[src/rtl/flash_rd_pkg.sv]
`timescale 1ns/1ps
package flash_rd_pkg;

  localparam logic [7:0] READ_OPCODE = 8'h03;
  localparam logic [7:0] FILL_BYTE   = 8'h00;

  typedef enum logic [1:0] {
    SEQ_IDLE,
    SEQ_HDR,
    SEQ_DATA,
    SEQ_DRAIN
  } seq_state_t;

  // Number of bytes on the wire for a given length and mode.
  function automatic logic [31:0] burst_bytes(input logic [31:0] len, input logic pack);
    return pack ? (len << 2) : len;
  endfunction

  // Header byte idx of a read: opcode, then address high to low.
  function automatic logic [7:0] header_byte(input logic [23:0] addr, input logic [1:0] idx);
    case (idx)
      2'd0:    return READ_OPCODE;
      2'd1:    return addr[23:16];
      2'd2:    return addr[15:8];
      default: return addr[7:0];
    endcase
  endfunction

  // Merge byte k of a group into a word, earliest byte most significant.
  function automatic logic [31:0] place_byte(input logic [31:0] acc, input logic [7:0] b,
                                             input logic [1:0] k);
    logic [4:0]  sh;
    logic [31:0] base;
    sh   = 5'd24 - {k, 3'b000};
    base = (k == 2'd0) ? 32'h0 : acc;
    return base | ({24'h0, b} << sh);
  endfunction

endpackage

[src/rtl/flash_spi_shifter.sv]
`timescale 1ns/1ps
module flash_spi_shifter #(
  parameter int HALF_DIV = 2
) (
  input  logic       clk,
  input  logic       rst_n,
  input  logic       go_i,
  input  logic [7:0] tx_i,
  input  logic       miso_i,
  output logic       sck_o,
  output logic       mosi_o,
  output logic [7:0] rx_o,
  output logic       done_o,
  output logic       active_o
);
  localparam int DIV_W = (HALF_DIV > 1) ? $clog2(HALF_DIV) : 1;
  localparam logic [DIV_W-1:0] DIV_LAST = DIV_W'(HALF_DIV - 1);

  logic             active_q;
  logic [DIV_W-1:0] div_q;
  logic [2:0]       fall_cnt_q;
  logic             sck_q;
  logic [7:0]       tx_q;
  logic [7:0]       rx_q;
  logic             done_q;

  // Named events for the checks below.
  logic tick_w, rise_w, fall_w;
  assign tick_w = active_q && (div_q == DIV_LAST);
  assign rise_w = tick_w && !sck_q;
  assign fall_w = tick_w && sck_q;

  always_ff @(posedge clk or negedge rst_n) begin
    if (!rst_n) begin
      active_q   <= 1'b0;
      div_q      <= '0;
      fall_cnt_q <= '0;
      sck_q      <= 1'b0;
      tx_q       <= '0;
      rx_q       <= '0;
      done_q     <= 1'b0;
    end else begin
      done_q <= 1'b0;
      if (go_i && !active_q) begin
        active_q   <= 1'b1;
        tx_q       <= tx_i;
        div_q      <= '0;
        fall_cnt_q <= '0;
        sck_q      <= 1'b0;
      end else if (active_q) begin
        if (tick_w) div_q <= '0;
        else        div_q <= div_q + 1'b1;
        if (rise_w) begin
          sck_q <= 1'b1;
          rx_q  <= {rx_q[6:0], miso_i};
        end
        if (fall_w) begin
          sck_q      <= 1'b0;
          tx_q       <= {tx_q[6:0], 1'b0};
          fall_cnt_q <= fall_cnt_q + 1'b1;
          if (fall_cnt_q == 3'd7) begin
            active_q <= 1'b0;
            done_q   <= 1'b1;
          end
        end
      end
    end
  end

  assign sck_o    = sck_q;
  assign mosi_o   = tx_q[7];
  assign rx_o     = rx_q;
  assign done_o   = done_q;
  assign active_o = active_q;

  AST_GO_WHEN_IDLE: assert property (@(posedge clk) disable iff (!rst_n)
    go_i |-> !active_q);
  AST_DONE_SCK_LOW: assert property (@(posedge clk) disable iff (!rst_n)
    done_q |-> !sck_q);
endmodule

[src/rtl/flash_word_packer.sv]
`timescale 1ns/1ps
module flash_word_packer
  import flash_rd_pkg::*;
(
  input  logic        clk,
  input  logic        rst_n,
  input  logic        clear_i,
  input  logic        emit_i,
  input  logic [7:0]  byte_i,
  input  logic        pack_i,
  input  logic        ready_i,
  output logic [31:0] data_o,
  output logic        valid_o,
  output logic        slot_free_o
);
  logic [1:0]  grp_q;
  logic [31:0] acc_q;
  logic [31:0] data_q;
  logic        valid_q;
  logic [31:0] merged_w;
  logic        take_w;

  assign merged_w = place_byte(acc_q, byte_i, grp_q);
  assign take_w   = valid_q && ready_i;

  always_ff @(posedge clk or negedge rst_n) begin
    if (!rst_n) begin
      grp_q   <= '0;
      acc_q   <= '0;
      data_q  <= '0;
      valid_q <= 1'b0;
    end else begin
      if (take_w) valid_q <= 1'b0;
      if (clear_i) begin
        grp_q <= '0;
      end else if (emit_i) begin
        if (pack_i) begin
          acc_q <= merged_w;
          grp_q <= grp_q + 1'b1;
          if (grp_q == 2'd3) begin
            data_q  <= merged_w;
            valid_q <= 1'b1;
          end
        end else begin
          data_q  <= {24'h0, byte_i};
          valid_q <= 1'b1;
        end
      end
    end
  end

  assign data_o      = data_q;
  assign valid_o     = valid_q;
  assign slot_free_o = !valid_q || ready_i;

  AST_NO_OVERFLOW: assert property (@(posedge clk) disable iff (!rst_n)
    emit_i |-> !valid_q);
  AST_OUT_HOLD: assert property (@(posedge clk) disable iff (!rst_n)
    (valid_q && !ready_i) |=> (valid_q && $stable(data_q)));
endmodule

[src/rtl/flash_burst_seq.sv]
`timescale 1ns/1ps
module flash_burst_seq
  import flash_rd_pkg::*;
#(
  parameter int LEN_W = 12
) (
  input  logic             clk,
  input  logic             rst_n,
  input  logic             start_i,
  input  logic [23:0]      addr_i,
  input  logic [LEN_W-1:0] len_i,
  input  logic             pack_i,
  input  logic             byte_done_i,
  input  logic             slot_free_i,
  input  logic             out_valid_i,
  output logic             go_o,
  output logic [7:0]       tx_o,
  output logic             cs_n_o,
  output logic             emit_o,
  output logic             clear_o,
  output logic             pack_o,
  output logic             busy_o,
  output logic             done_o
);
  localparam int CNT_W = LEN_W + 2;

  seq_state_t       state_q;
  logic [23:0]      addr_q;
  logic             pack_q;
  logic [CNT_W-1:0] left_q;
  logic [1:0]       hdr_idx_q;
  logic             inflight_q;
  logic             go_q;
  logic [7:0]       tx_q;
  logic             cs_n_q;
  logic             done_q;
  logic [31:0]      total_w;
  logic             accept_w;

  assign total_w  = burst_bytes(32'(len_i), pack_i);
  assign accept_w = (state_q == SEQ_IDLE) && start_i;

  always_ff @(posedge clk or negedge rst_n) begin
    if (!rst_n) begin
      state_q    <= SEQ_IDLE;
      addr_q     <= '0;
      pack_q     <= 1'b0;
      left_q     <= '0;
      hdr_idx_q  <= '0;
      inflight_q <= 1'b0;
      go_q       <= 1'b0;
      tx_q       <= '0;
      cs_n_q     <= 1'b1;
      done_q     <= 1'b0;
    end else begin
      go_q   <= 1'b0;
      done_q <= 1'b0;
      case (state_q)
        SEQ_IDLE: begin
          if (accept_w) begin
            if (len_i == '0) begin
              done_q <= 1'b1;
            end else begin
              addr_q     <= addr_i;
              pack_q     <= pack_i;
              left_q     <= total_w[CNT_W-1:0];
              hdr_idx_q  <= '0;
              inflight_q <= 1'b0;
              cs_n_q     <= 1'b0;
              state_q    <= SEQ_HDR;
            end
          end
        end
        SEQ_HDR: begin
          if (!inflight_q) begin
            go_q       <= 1'b1;
            tx_q       <= header_byte(addr_q, hdr_idx_q);
            inflight_q <= 1'b1;
          end else if (byte_done_i) begin
            inflight_q <= 1'b0;
            hdr_idx_q  <= hdr_idx_q + 1'b1;
            if (hdr_idx_q == 2'd3) state_q <= SEQ_DATA;
          end
        end
        SEQ_DATA: begin
          if (!inflight_q) begin
            if (slot_free_i) begin
              go_q       <= 1'b1;
              tx_q       <= FILL_BYTE;
              inflight_q <= 1'b1;
            end
          end else if (byte_done_i) begin
            inflight_q <= 1'b0;
            left_q     <= left_q - 1'b1;
            if (left_q == CNT_W'(1)) begin
              cs_n_q  <= 1'b1;
              state_q <= SEQ_DRAIN;
            end
          end
        end
        default: begin
          if (!out_valid_i) begin
            done_q  <= 1'b1;
            state_q <= SEQ_IDLE;
          end
        end
      endcase
    end
  end

  assign go_o    = go_q;
  assign tx_o    = tx_q;
  assign cs_n_o  = cs_n_q;
  assign emit_o  = (state_q == SEQ_DATA) && inflight_q && byte_done_i;
  assign clear_o = (state_q == SEQ_IDLE);
  assign pack_o  = pack_q;
  assign busy_o  = (state_q != SEQ_IDLE);
  assign done_o  = done_q;

  AST_DONE_DESELECTED: assert property (@(posedge clk) disable iff (!rst_n)
    done_q |-> cs_n_q);
  AST_DONE_SINGLE: assert property (@(posedge clk) disable iff (!rst_n)
    done_q |=> !done_q);
  AST_START_IGNORED: assert property (@(posedge clk) disable iff (!rst_n)
    (busy_o && start_i) |=> ($stable(addr_q) && $stable(pack_q)));
  AST_DONE_DRAINED: assert property (@(posedge clk) disable iff (!rst_n)
    done_q |-> !out_valid_i);
endmodule

[src/rtl/flash_burst_reader.sv]
`timescale 1ns/1ps
module flash_burst_reader
  import flash_rd_pkg::*;
#(
  parameter int LEN_W    = 12,
  parameter int HALF_DIV = 2
) (
  input  logic             clk,
  input  logic             rst_n,
  input  logic             start_i,
  input  logic [23:0]      addr_i,
  input  logic [LEN_W-1:0] len_i,
  input  logic             pack_i,
  output logic             busy_o,
  output logic             done_o,
  output logic [31:0]      out_data_o,
  output logic             out_valid_o,
  input  logic             out_ready_i,
  output logic             spi_sck_o,
  output logic             spi_cs_n_o,
  output logic             spi_mosi_o,
  input  logic             spi_miso_i
);
  logic       go_w, byte_done_w, shift_active_w;
  logic [7:0] tx_w, rx_w;
  logic       emit_w, clear_w, pack_w, slot_free_w, valid_w;
  logic       cs_n_w, sck_w;

  flash_burst_seq #(.LEN_W(LEN_W)) u_seq (
    .clk         (clk),
    .rst_n       (rst_n),
    .start_i     (start_i),
    .addr_i      (addr_i),
    .len_i       (len_i),
    .pack_i      (pack_i),
    .byte_done_i (byte_done_w),
    .slot_free_i (slot_free_w),
    .out_valid_i (valid_w),
    .go_o        (go_w),
    .tx_o        (tx_w),
    .cs_n_o      (cs_n_w),
    .emit_o      (emit_w),
    .clear_o     (clear_w),
    .pack_o      (pack_w),
    .busy_o      (busy_o),
    .done_o      (done_o)
  );

  flash_spi_shifter #(.HALF_DIV(HALF_DIV)) u_shift (
    .clk      (clk),
    .rst_n    (rst_n),
    .go_i     (go_w),
    .tx_i     (tx_w),
    .miso_i   (spi_miso_i),
    .sck_o    (sck_w),
    .mosi_o   (spi_mosi_o),
    .rx_o     (rx_w),
    .done_o   (byte_done_w),
    .active_o (shift_active_w)
  );

  flash_word_packer u_pack (
    .clk         (clk),
    .rst_n       (rst_n),
    .clear_i     (clear_w),
    .emit_i      (emit_w),
    .byte_i      (rx_w),
    .pack_i      (pack_w),
    .ready_i     (out_ready_i),
    .data_o      (out_data_o),
    .valid_o     (valid_w),
    .slot_free_o (slot_free_w)
  );

  assign out_valid_o = valid_w;
  assign spi_cs_n_o  = cs_n_w;
  assign spi_sck_o   = sck_w;

  AST_XFER_SELECTED: assert property (@(posedge clk) disable iff (!rst_n)
    shift_active_w |-> !cs_n_w);
  AST_SCK_LOW_DESEL: assert property (@(posedge clk) disable iff (!rst_n)
    cs_n_w |-> !sck_w);
  AST_NO_CLOCK_PENDING: assert property (@(posedge clk) disable iff (!rst_n)
    (valid_w && !out_ready_i) |=> !go_w);
endmodule

[config.mk]
export PLATFORM = sky130hd
export DESIGN_NAME = flash_burst_reader
export DESIGN_NICKNAME = d
export VERILOG_FILES = /design/src/rtl/flash_rd_pkg.sv /design/src/rtl/flash_spi_shifter.sv /design/src/rtl/flash_word_packer.sv /design/src/rtl/flash_burst_seq.sv /design/src/rtl/flash_burst_reader.sv
export SDC_FILE = /design/constraint.sdc
export NUM_CORES = 1
export LEC_CHECK = 0
export BUFFER_PORTS_ARGS = -buffer_cell sky130_fd_sc_hd__buf_2
export CAP_MARGIN = 0
export CORE_ASPECT_RATIO = 0.5
export CORE_MARGIN = 2
export CORE_UTILIZATION = 45
export DETAILED_ROUTE_END_ITERATION = 8
export PLACE_DENSITY = 0.7
export REMOVE_ABC_BUFFERS = 1
export SETUP_SLACK_MARGIN = 0.05
export SLEW_MARGIN = 20
export SYNTH_ARGS = -nofsm -noshare
export SYNTH_HDL_FRONTEND = slang
export SYNTH_SLANG_ARGS = --single-unit
[constraint.sdc]
create_clock -name clk -period 3.12 [get_ports clk]
set_clock_uncertainty 0.1 [all_clocks]
set_input_delay 0.468 -clock clk [delete_from_list [all_inputs] [get_ports clk]]
set_output_delay 0.468 -clock clk [all_outputs]
set_load 0.03 [all_outputs]
==> summary.txt, run 1 <==
Synthesis
  – Post-synthesis register bit count: around 150
  – Primary FF master, synth: dfrtp_1
  – Synth Area in Adders: 0.0256
  – Synth cell types: 61
  – Main combinational cell family by area after synthesis: compound AO/OA/AOI/OAI gates
  – Synth Area per Inst: approximately 10 um2
  – Synth Area in Compound Gates: 0.172
  – Synthesized cell area: between 6000 and 7000 um2
  – Mux cell area share after synthesis: 0.0828
  – Post-Synthesis Cells: 656
  – Synth Area in XOR/XNOR: 0.00256
  – Post-synthesis sequential area ratio: 0.530
  – Post-synth EDFFs: 0
  – YS warnings: 0
  – Synth async-reset ratio: 1.00
  – Simple-gate share of the synthesized area: 0.154

Floorplanning
  – # IOs: 80
  – Die Span Y: 91.2 um
  – Initial Util: 0.467
  – Core area: 14700 um2
  – Rows: 31
  – Die area: between 15000 and 20000 um2
  – Die W: approximately 180 um

Worst setup path
  – CP Capture Type: flip-flop
  – Worst-path cell chain: inv_1 -> ha_1 -> buf_4 -> o211ai_2 -> nor3_1 -> a211o_1
  – Crit Path Category: reg2reg
  – CP Launch Type: flip-flop
  – Critical Path AT: approximately 2600 ps
  – Crit-path max cell delay: 860 ps
  – Slowest cell on crit path: o211ai_2
  – Crit path required time: 3320 ps
  – Crit-path max FO: 31

Cells and area
  – Area of the multi-input gates: ~3000 um2
  – N_diodes: 0
  – Area growth from synthesis to layout: 17.2%
  – Final #Nets: slightly below 800
  – Fill count: about 1300
  – Register area: 3630 um2
  – Post-route cell area: around 8000 um2
  – Share of cells above drive strength 1: 0.231

STA
  – Pins over their slew limit: 0
  – Slack of the critical path: roughly 690 ps
  – Max transition margin: 0.289
  – Tcrit/Tclk final: 0.778
  – Worst-margin pin slew: 1060 ps
  – RSZ-0062 raised after global routing: false
  – Maximum clock rate: roughly 400 MHz
  – Final TNS setup: 0 ps
  – Tmin final: 2430 ps
  – Final setup vio count: 0
  – Final hold vios: 0

Global routing
  – Gr ovfl total: 0
  – Global-route wire length before repair: 25300 um
  – Vias in the first global route: approximately 5000
  – GR Util All Layers: 0.195
  – Largest net degree at the start of global routing: 96
  – Initial antenna violation count: 0

Placed design
  – Gpl congestion: about 0.84
  – DP Wirelength: 9810 um
  – DP Area: between 7000 and 8000 um2
  – Port Buffers: 79
  – Pre-CTS WS: 708 ps

Worst hold path
  – Min-delay worst type: in2async

CTS
  – Worst-Skew Late Latency: around 420 ps
  – Cts repair resizes: 0
  – Hold Buf Count CTS: 0
  – H-tree depth: 4
  – Longest Clk Path Bufs: 2
  – Cts bufs inserted: 17
  – Setup Fix Bufs, Post-CTS: 0
  – Reg clk slew, reported paths: 60 ps
  – CTS tree: done
  – CTS sink cnt: ~150
  – CTS root buf: clkbuf_16

Power and ir drop
  – Power Density: 530 nW/um2
  – Leak: 3.69 nW
  – Worst IR drop on VDD: roughly 0.33 mV

Route
  – Initial DRT Pass Iterations: 4
  – Met2 WL post-DR: about 6700 um
  – Via density per instance: between 5 and 6
  – WL met1: between 7000 and 8000 um
  – Top routing layer in use: met4
  – Remaining DRCs: 0
  – Met3 WL post-DR: between 500 and 600 um
  – Routed len/inst: 15.9 um
  – Number of DRC markers in iteration 0: just over 400
  – Via count: between 5000 and 6000
  – Remaining antenna violation count after routing: 0
  – Final WL: 14900 um

Status
  – Status: completed

Flow run
  – Max Cap Viol: 0
cells by family after synthesis:
logic type / Yosys count
adder cells (fa/ha/maj): 14
flip-flops: 145
multiplexers: 45
buffers and inverters: 47
AO/OA/AOI/OAI: 193
XOR/XNOR: 2
AND/OR/NAND/NOR: 210
worst paths after layout:
path                                  startpoint          endpoint  slack (ps)  cells past startpoint
worst max register to register  u_seq.state_q[0]   u_seq.left_q[0]         690                      6
min in group clk                       addr_i[4]   u_seq.addr_q[4]         180                      2
worst min-delay path                       rst_n   u_seq.left_q[0]          20                      1
worst min register to register  u_pack.data_o[9]  u_pack.data_o[9]         370                      2
worst max-delay path            u_seq.state_q[0]   u_seq.left_q[0]         690                      6
max in group asynchronous                  rst_n   u_shift.rx_o[4]        2070                      2
cell usage in the layout, fill, tap and decap left out, types with 15 or more instances in the layout:
cell type	Yosys	routed
mux2_2	17	17
a22o_1	16	16
nor2b_1	25	25
dfrtp_1	144	144
a22oi_1	15	15
o21ai_0	56	56
clkbuf_16	0	17
mux2_4	19	19
nand2_1	89	89
nor2_1	44	44
buf_2	6	78
a21oi_1	36	36
o21ai_1	32	32
report_power, final:
group | switching [mW] | total, mW | internal (mW)
sequential | 0.0234 | 1.93 | 1.90
combinational | 0.0740 | 0.133 | 0.0591
clock | 0.839 | 2.19 | 1.36
routing by layer:
metal	vias to the layer above	global-route usage
met5	-	0
met4	0	0.0596
met3	19	0.0364
met2	107	0.301
met1	2449	0.280
li1	2464	-
Yosys cell counts, types with 7 or more instances:
cell type	n	area (um2)
dfrtp_1	144	3600
nand2_1	89	334
o21ai_0	56	280
nor2_1	44	165
a21oi_1	36	180
o21ai_1	32	160
nor2b_1	25	156
clkbuf_1	19	71.3
mux2_4	19	285
mux2_2	17	191
a22o_1	16	140
a22oi_1	15	113
ha_1	14	175
nand3_1	14	70.1
inv_1	13	48.8
mux2i_1	9	90.1
o22ai_1	7	43.8
critical path: cells and delay by family (launching register included):
kind / cells / cell delay (ps)
fa+ha+maj: 1 / 220
buf+inv: 2 / 320
flops: 1 / 410
simple gates: 1 / 100
compound gates: 2 / 1160
metrics by stage:
step / cells / total power, mW / utilization / hold WS, ps
2_1_floorplan: 623 / 2.00 / - / 72.4
3_3_place_gp: 906 / 2.09 / 0.504 / 355
3_5_place_dp: 906 / 2.10 / 0.504 / 363
4_1_cts: 937 / 4.30 / 0.547 / 88.0
5_1_grt: 937 / 4.39 / 0.547 / 126
6_report: 937 / 4.25 / 0.547 / 22.3
flip-flops by register name (all words and copies together) (netlist names), 2 cells and up:
name	count
u_pack.acc_q	32
u_pack.data_o	32
u_seq.addr_q	24
u_seq.left_q	14
u_seq.tx_o	8
u_shift.rx_o	8
u_shift.tx_q	8
u_shift.fall_cnt_q	3
u_pack.grp_q	2
u_seq.hdr_idx_q	2
u_seq.state_q	2
cell type report:
type / instances / area share
clock inverters: 13 / 0.0250
flip-flops and latches: 145 / 0.453
repair buffers: 85 / 0.0588
clock buffers: 18 / 0.0535
inverters: 14 / 0.00655
multi-input cells: 464 / 0.373
well taps: 198 / 0.0309
(Power assumes the default switching activity.)
==> run 2, diff against run 1 <==
- ABC_AREA: unset -> 1
- PLACE_DENSITY: 0.7 -> 0.72
- clock period: 3.12 -> 2.2 ns (I/O delays scaled with it)
==> run 2 against run 1 <==
Against the previous run: critical path depth down 2; setup slack worse by 530 ps; register-to-register slack worse by 430 ps; sequential share of layout area down 1.2 points; cell count up 19%; global-route usage up 1.1 points; area after synthesis up 3.1%; wire length up 9.6%; die area up 3.0%; first-iteration DRC count up 17%; largest power group is now sequential cells.
==> summary.txt, run 2 <==
Synthesis
  – Post-synth EDFFs: 0
  – Count leader, synth: nand2_1
  – Post-synthesis sequential area ratio: 0.514
  – Synth cell types: 40
  – Top-area cell type share of the netlist area: 0.511
  – Largest area contributor in the netlist: dfrtp_1
  – Synthesized cell area: a little over 7000 um2
  – YS warnings: 0
  – Synth async-reset ratio: 1.00
  – Synth top cells by count: nand2_1, dfrtp_1, inv_1, o21ai_0, nor2_1
  – Synth area leaders: dfrtp_1, nand2_1, o21ai_0
  – Post-Synthesis Cells: 821
  – Post-synthesis register bit count: 145
  – Primary FF master, synth: dfrtp_1
  – Synth Area per Inst: around 8.6 um2

CTS
  – Cts bufs inserted: 17
  – CTS tree: done
  – CTS root buf: clkbuf_16
  – Reg clk slew, reported paths: ~70 ps
  – Worst-Skew Late Latency: ~420 ps
  – Setup Fix Bufs, Post-CTS: 0
  – CTS sink cnt: roughly 150
  – H-tree depth: 4
  – Longest Clk Path Bufs: 2

STA
  – Min Hold Slack: just under 30 ps
  – Tcrit/Tclk final: 0.925
  – Final TNS setup: 0 ps
  – Worst-margin pin slew: approximately 550 ps
  – Tmin final: between 2000 and 2500 ps
  – Slack of the critical path: ~160 ps
  – Max transition margin: 0.631
  – Final hold vios: 0
  – Maximum clock rate: 491 MHz
  – RSZ-0062 raised after global routing: false
  – Final setup vio count: 0
  – Pins over their slew limit: 0

Placed design
  – Port Buffers: 79
  – Gpl congestion: around 0.86
  – Pre-CTS WS: a little over 200 ps
  – DP Area: about 7600 um2
  – DP Wirelength: between 10000 and 15000 um

Cells and area
  – Final #Nets: between 900 and 1000
  – N_diodes: 0
  – Post-route cell area: between 8000 and 9000 um2
  – Commonest non-fill, non-tap cells in the layout: nand2_1, dfrtp_1, buf_2, inv_1, o21ai_0
  – Share of cells above drive strength 1: 0.173
  – Area growth from synthesis to layout: 16.6%
  – Commonest non-fill, non-tap cell in the layout: nand2_1

Floorplanning
  – Rows: 32
  – Die area: 16800 um2
  – Die W: around 180 um
  – Die Span Y: roughly 93 um
  – # IOs: 80
  – Core area: 15400 um2
  – Initial Util: 0.459

Global routing
  – Largest net degree at the start of global routing: a little over 90
  – Initial antenna violation count: 0
  – Vias in the first global route: 5733
  – Gr ovfl total: 0
  – Global-route wire length before repair: ~28000 um
  – GR Util All Layers: 0.207

Worst setup path
  – CP Capture Type: primary output
  – Slowest cell on crit path: dfrtp_1
  – Worst-path cell chain: inv_1 -> ha_1 -> inv_2 -> buf_2
  – CP top delay family: flip-flops
  – Worst Path Buf+Inv: 3
  – Crit Path Category: reg2out
  – Crit path required time: 1770 ps
  – Crit-path max FO: 6
  – Critical Path AT: around 1600 ps
  – CP Launch Type: flip-flop
  – Crit-path max cell delay: roughly 430 ps

Power and ir drop
  – Power, Total: 9.90 mW
  – Worst IR drop on VDD: between 0.5 and 0.6 mV
  – Leak: between 4 and 5 nW
  – Power Density: between 1000 and 1500 nW/um2

Route
  – Initial DRT Pass Iterations: 7
  – Remaining antenna violation count after routing: 0
  – Remaining DRCs: 0
  – Via density per instance: 5.31
  – Final WL: between 15000 and 20000 um
  – Number of DRC markers in iteration 0: 478
  – Via count: just under 6000
  – Routed len/inst: around 15 um

Worst hold path
  – Min-delay worst type: in2reg

Flow run
  – Max Cap Viol: 0

Status
  – Status: completed
==> run 2: changes by cell type after synthesis, sizes merged, moves of 16 or more <==
| cell | previous run | this run |
|---|---|---|
| a21oi | 37 | 15 |
| a32o | 2 | 25 |
| buf | 13 | 29 |
| inv | 14 | 77 |
| mux2 | 36 | 0 |
| nand2 | 90 | 219 |
| nand3 | 14 | 58 |
| nor2 | 46 | 66 |
| nor2b | 26 | 0 |
| o22ai | 7 | 40 |
==> run 2: final cells by class <==
type | count | area [um2]
sequential | 145 | 3630
timing repair buffer | 100 | 587
clock buffer | 19 | 453
tap | 204 | 255
inverter | 80 | 302
clock inverter | 13 | 116
fill | 1420 | 7140
multi-input combinational | 553 | 2890
==> run 2: routing by layer <==
metal	GRT usage	vias to the layer above	routed length (um)
met5	0	-	0
met1	0.283	2860	7930
li1	-	2895	-
met3	0.0421	14	670
met4	0.0589	0	161
met2	0.337	148	7560
==> run 2: kinds of logic (layout without fill, tap and decap cells) <==
| logic type | Yosys count | in the layout | synth area share |
|---|---|---|---|
| DFF | 145 | 145 | 0.514 |
| xor gates and xnor gates | 3 | 3 | 0.00372 |
| buffers and inverters | 123 | 212 | 0.0775 |
| muxes | 2 | 2 | 0.00284 |
| and+or+nand+nor | 353 | 353 | 0.213 |
| adders and majority gates | 14 | 14 | 0.0248 |
| AOI/OAI and AO/OA | 181 | 181 | 0.164 |
==> run 2: worst register-to-register path: cells and delay by family (launching register included) <==
kind            cells  cell delay, ps
flops               1             410
fa+ha+maj           1             250
buf+inv             4             600
simple gates        2             260
compound gates      1             270
==> run 2: path summary, 6_finish.rpt <==
check | start | end | slack (ps) | cells after the start
max | u_seq.state_q[1] | busy_o | 160 | 4
min | addr_i[13] | u_seq.addr_q[13] | 30 | 3
max in group asynchronous | rst_n | u_seq.addr_q[0] | 990 | 3
max reg2reg | u_seq.state_q[0] | u_pack.data_o[12] | 260 | 8
min in group asynchronous | rst_n | u_seq.left_q[4] | 310 | 2
min reg2reg | u_seq.addr_q[2] | u_seq.addr_q[2] | 370 | 2
==> run 2: power breakdown <==
part | internal, mW | total, mW | switching [mW]
combinational | 1.11 | 3.33 | 2.22
sequential | 3.32 | 3.79 | 0.467
clock | 1.54 | 2.79 | 1.25
total | 5.97 | 9.90 | 3.93
==> run 2: per-stage QoR <==
step / utilization / std cells
finish: 0.535 / 1114
floorplan: - / 778
CTS: 0.535 / 1114
global route: 0.535 / 1114
detailed placement: 0.497 / 1081
global placement: 0.497 / 1081
==> run 2: timing repair <==
item | CTS | global route
endpoints found under the hold margin | 48 | 0
hold buffers | 1 | 0
endpoints found under the setup margin | 0 | 4
resized for setup | 0 | 2
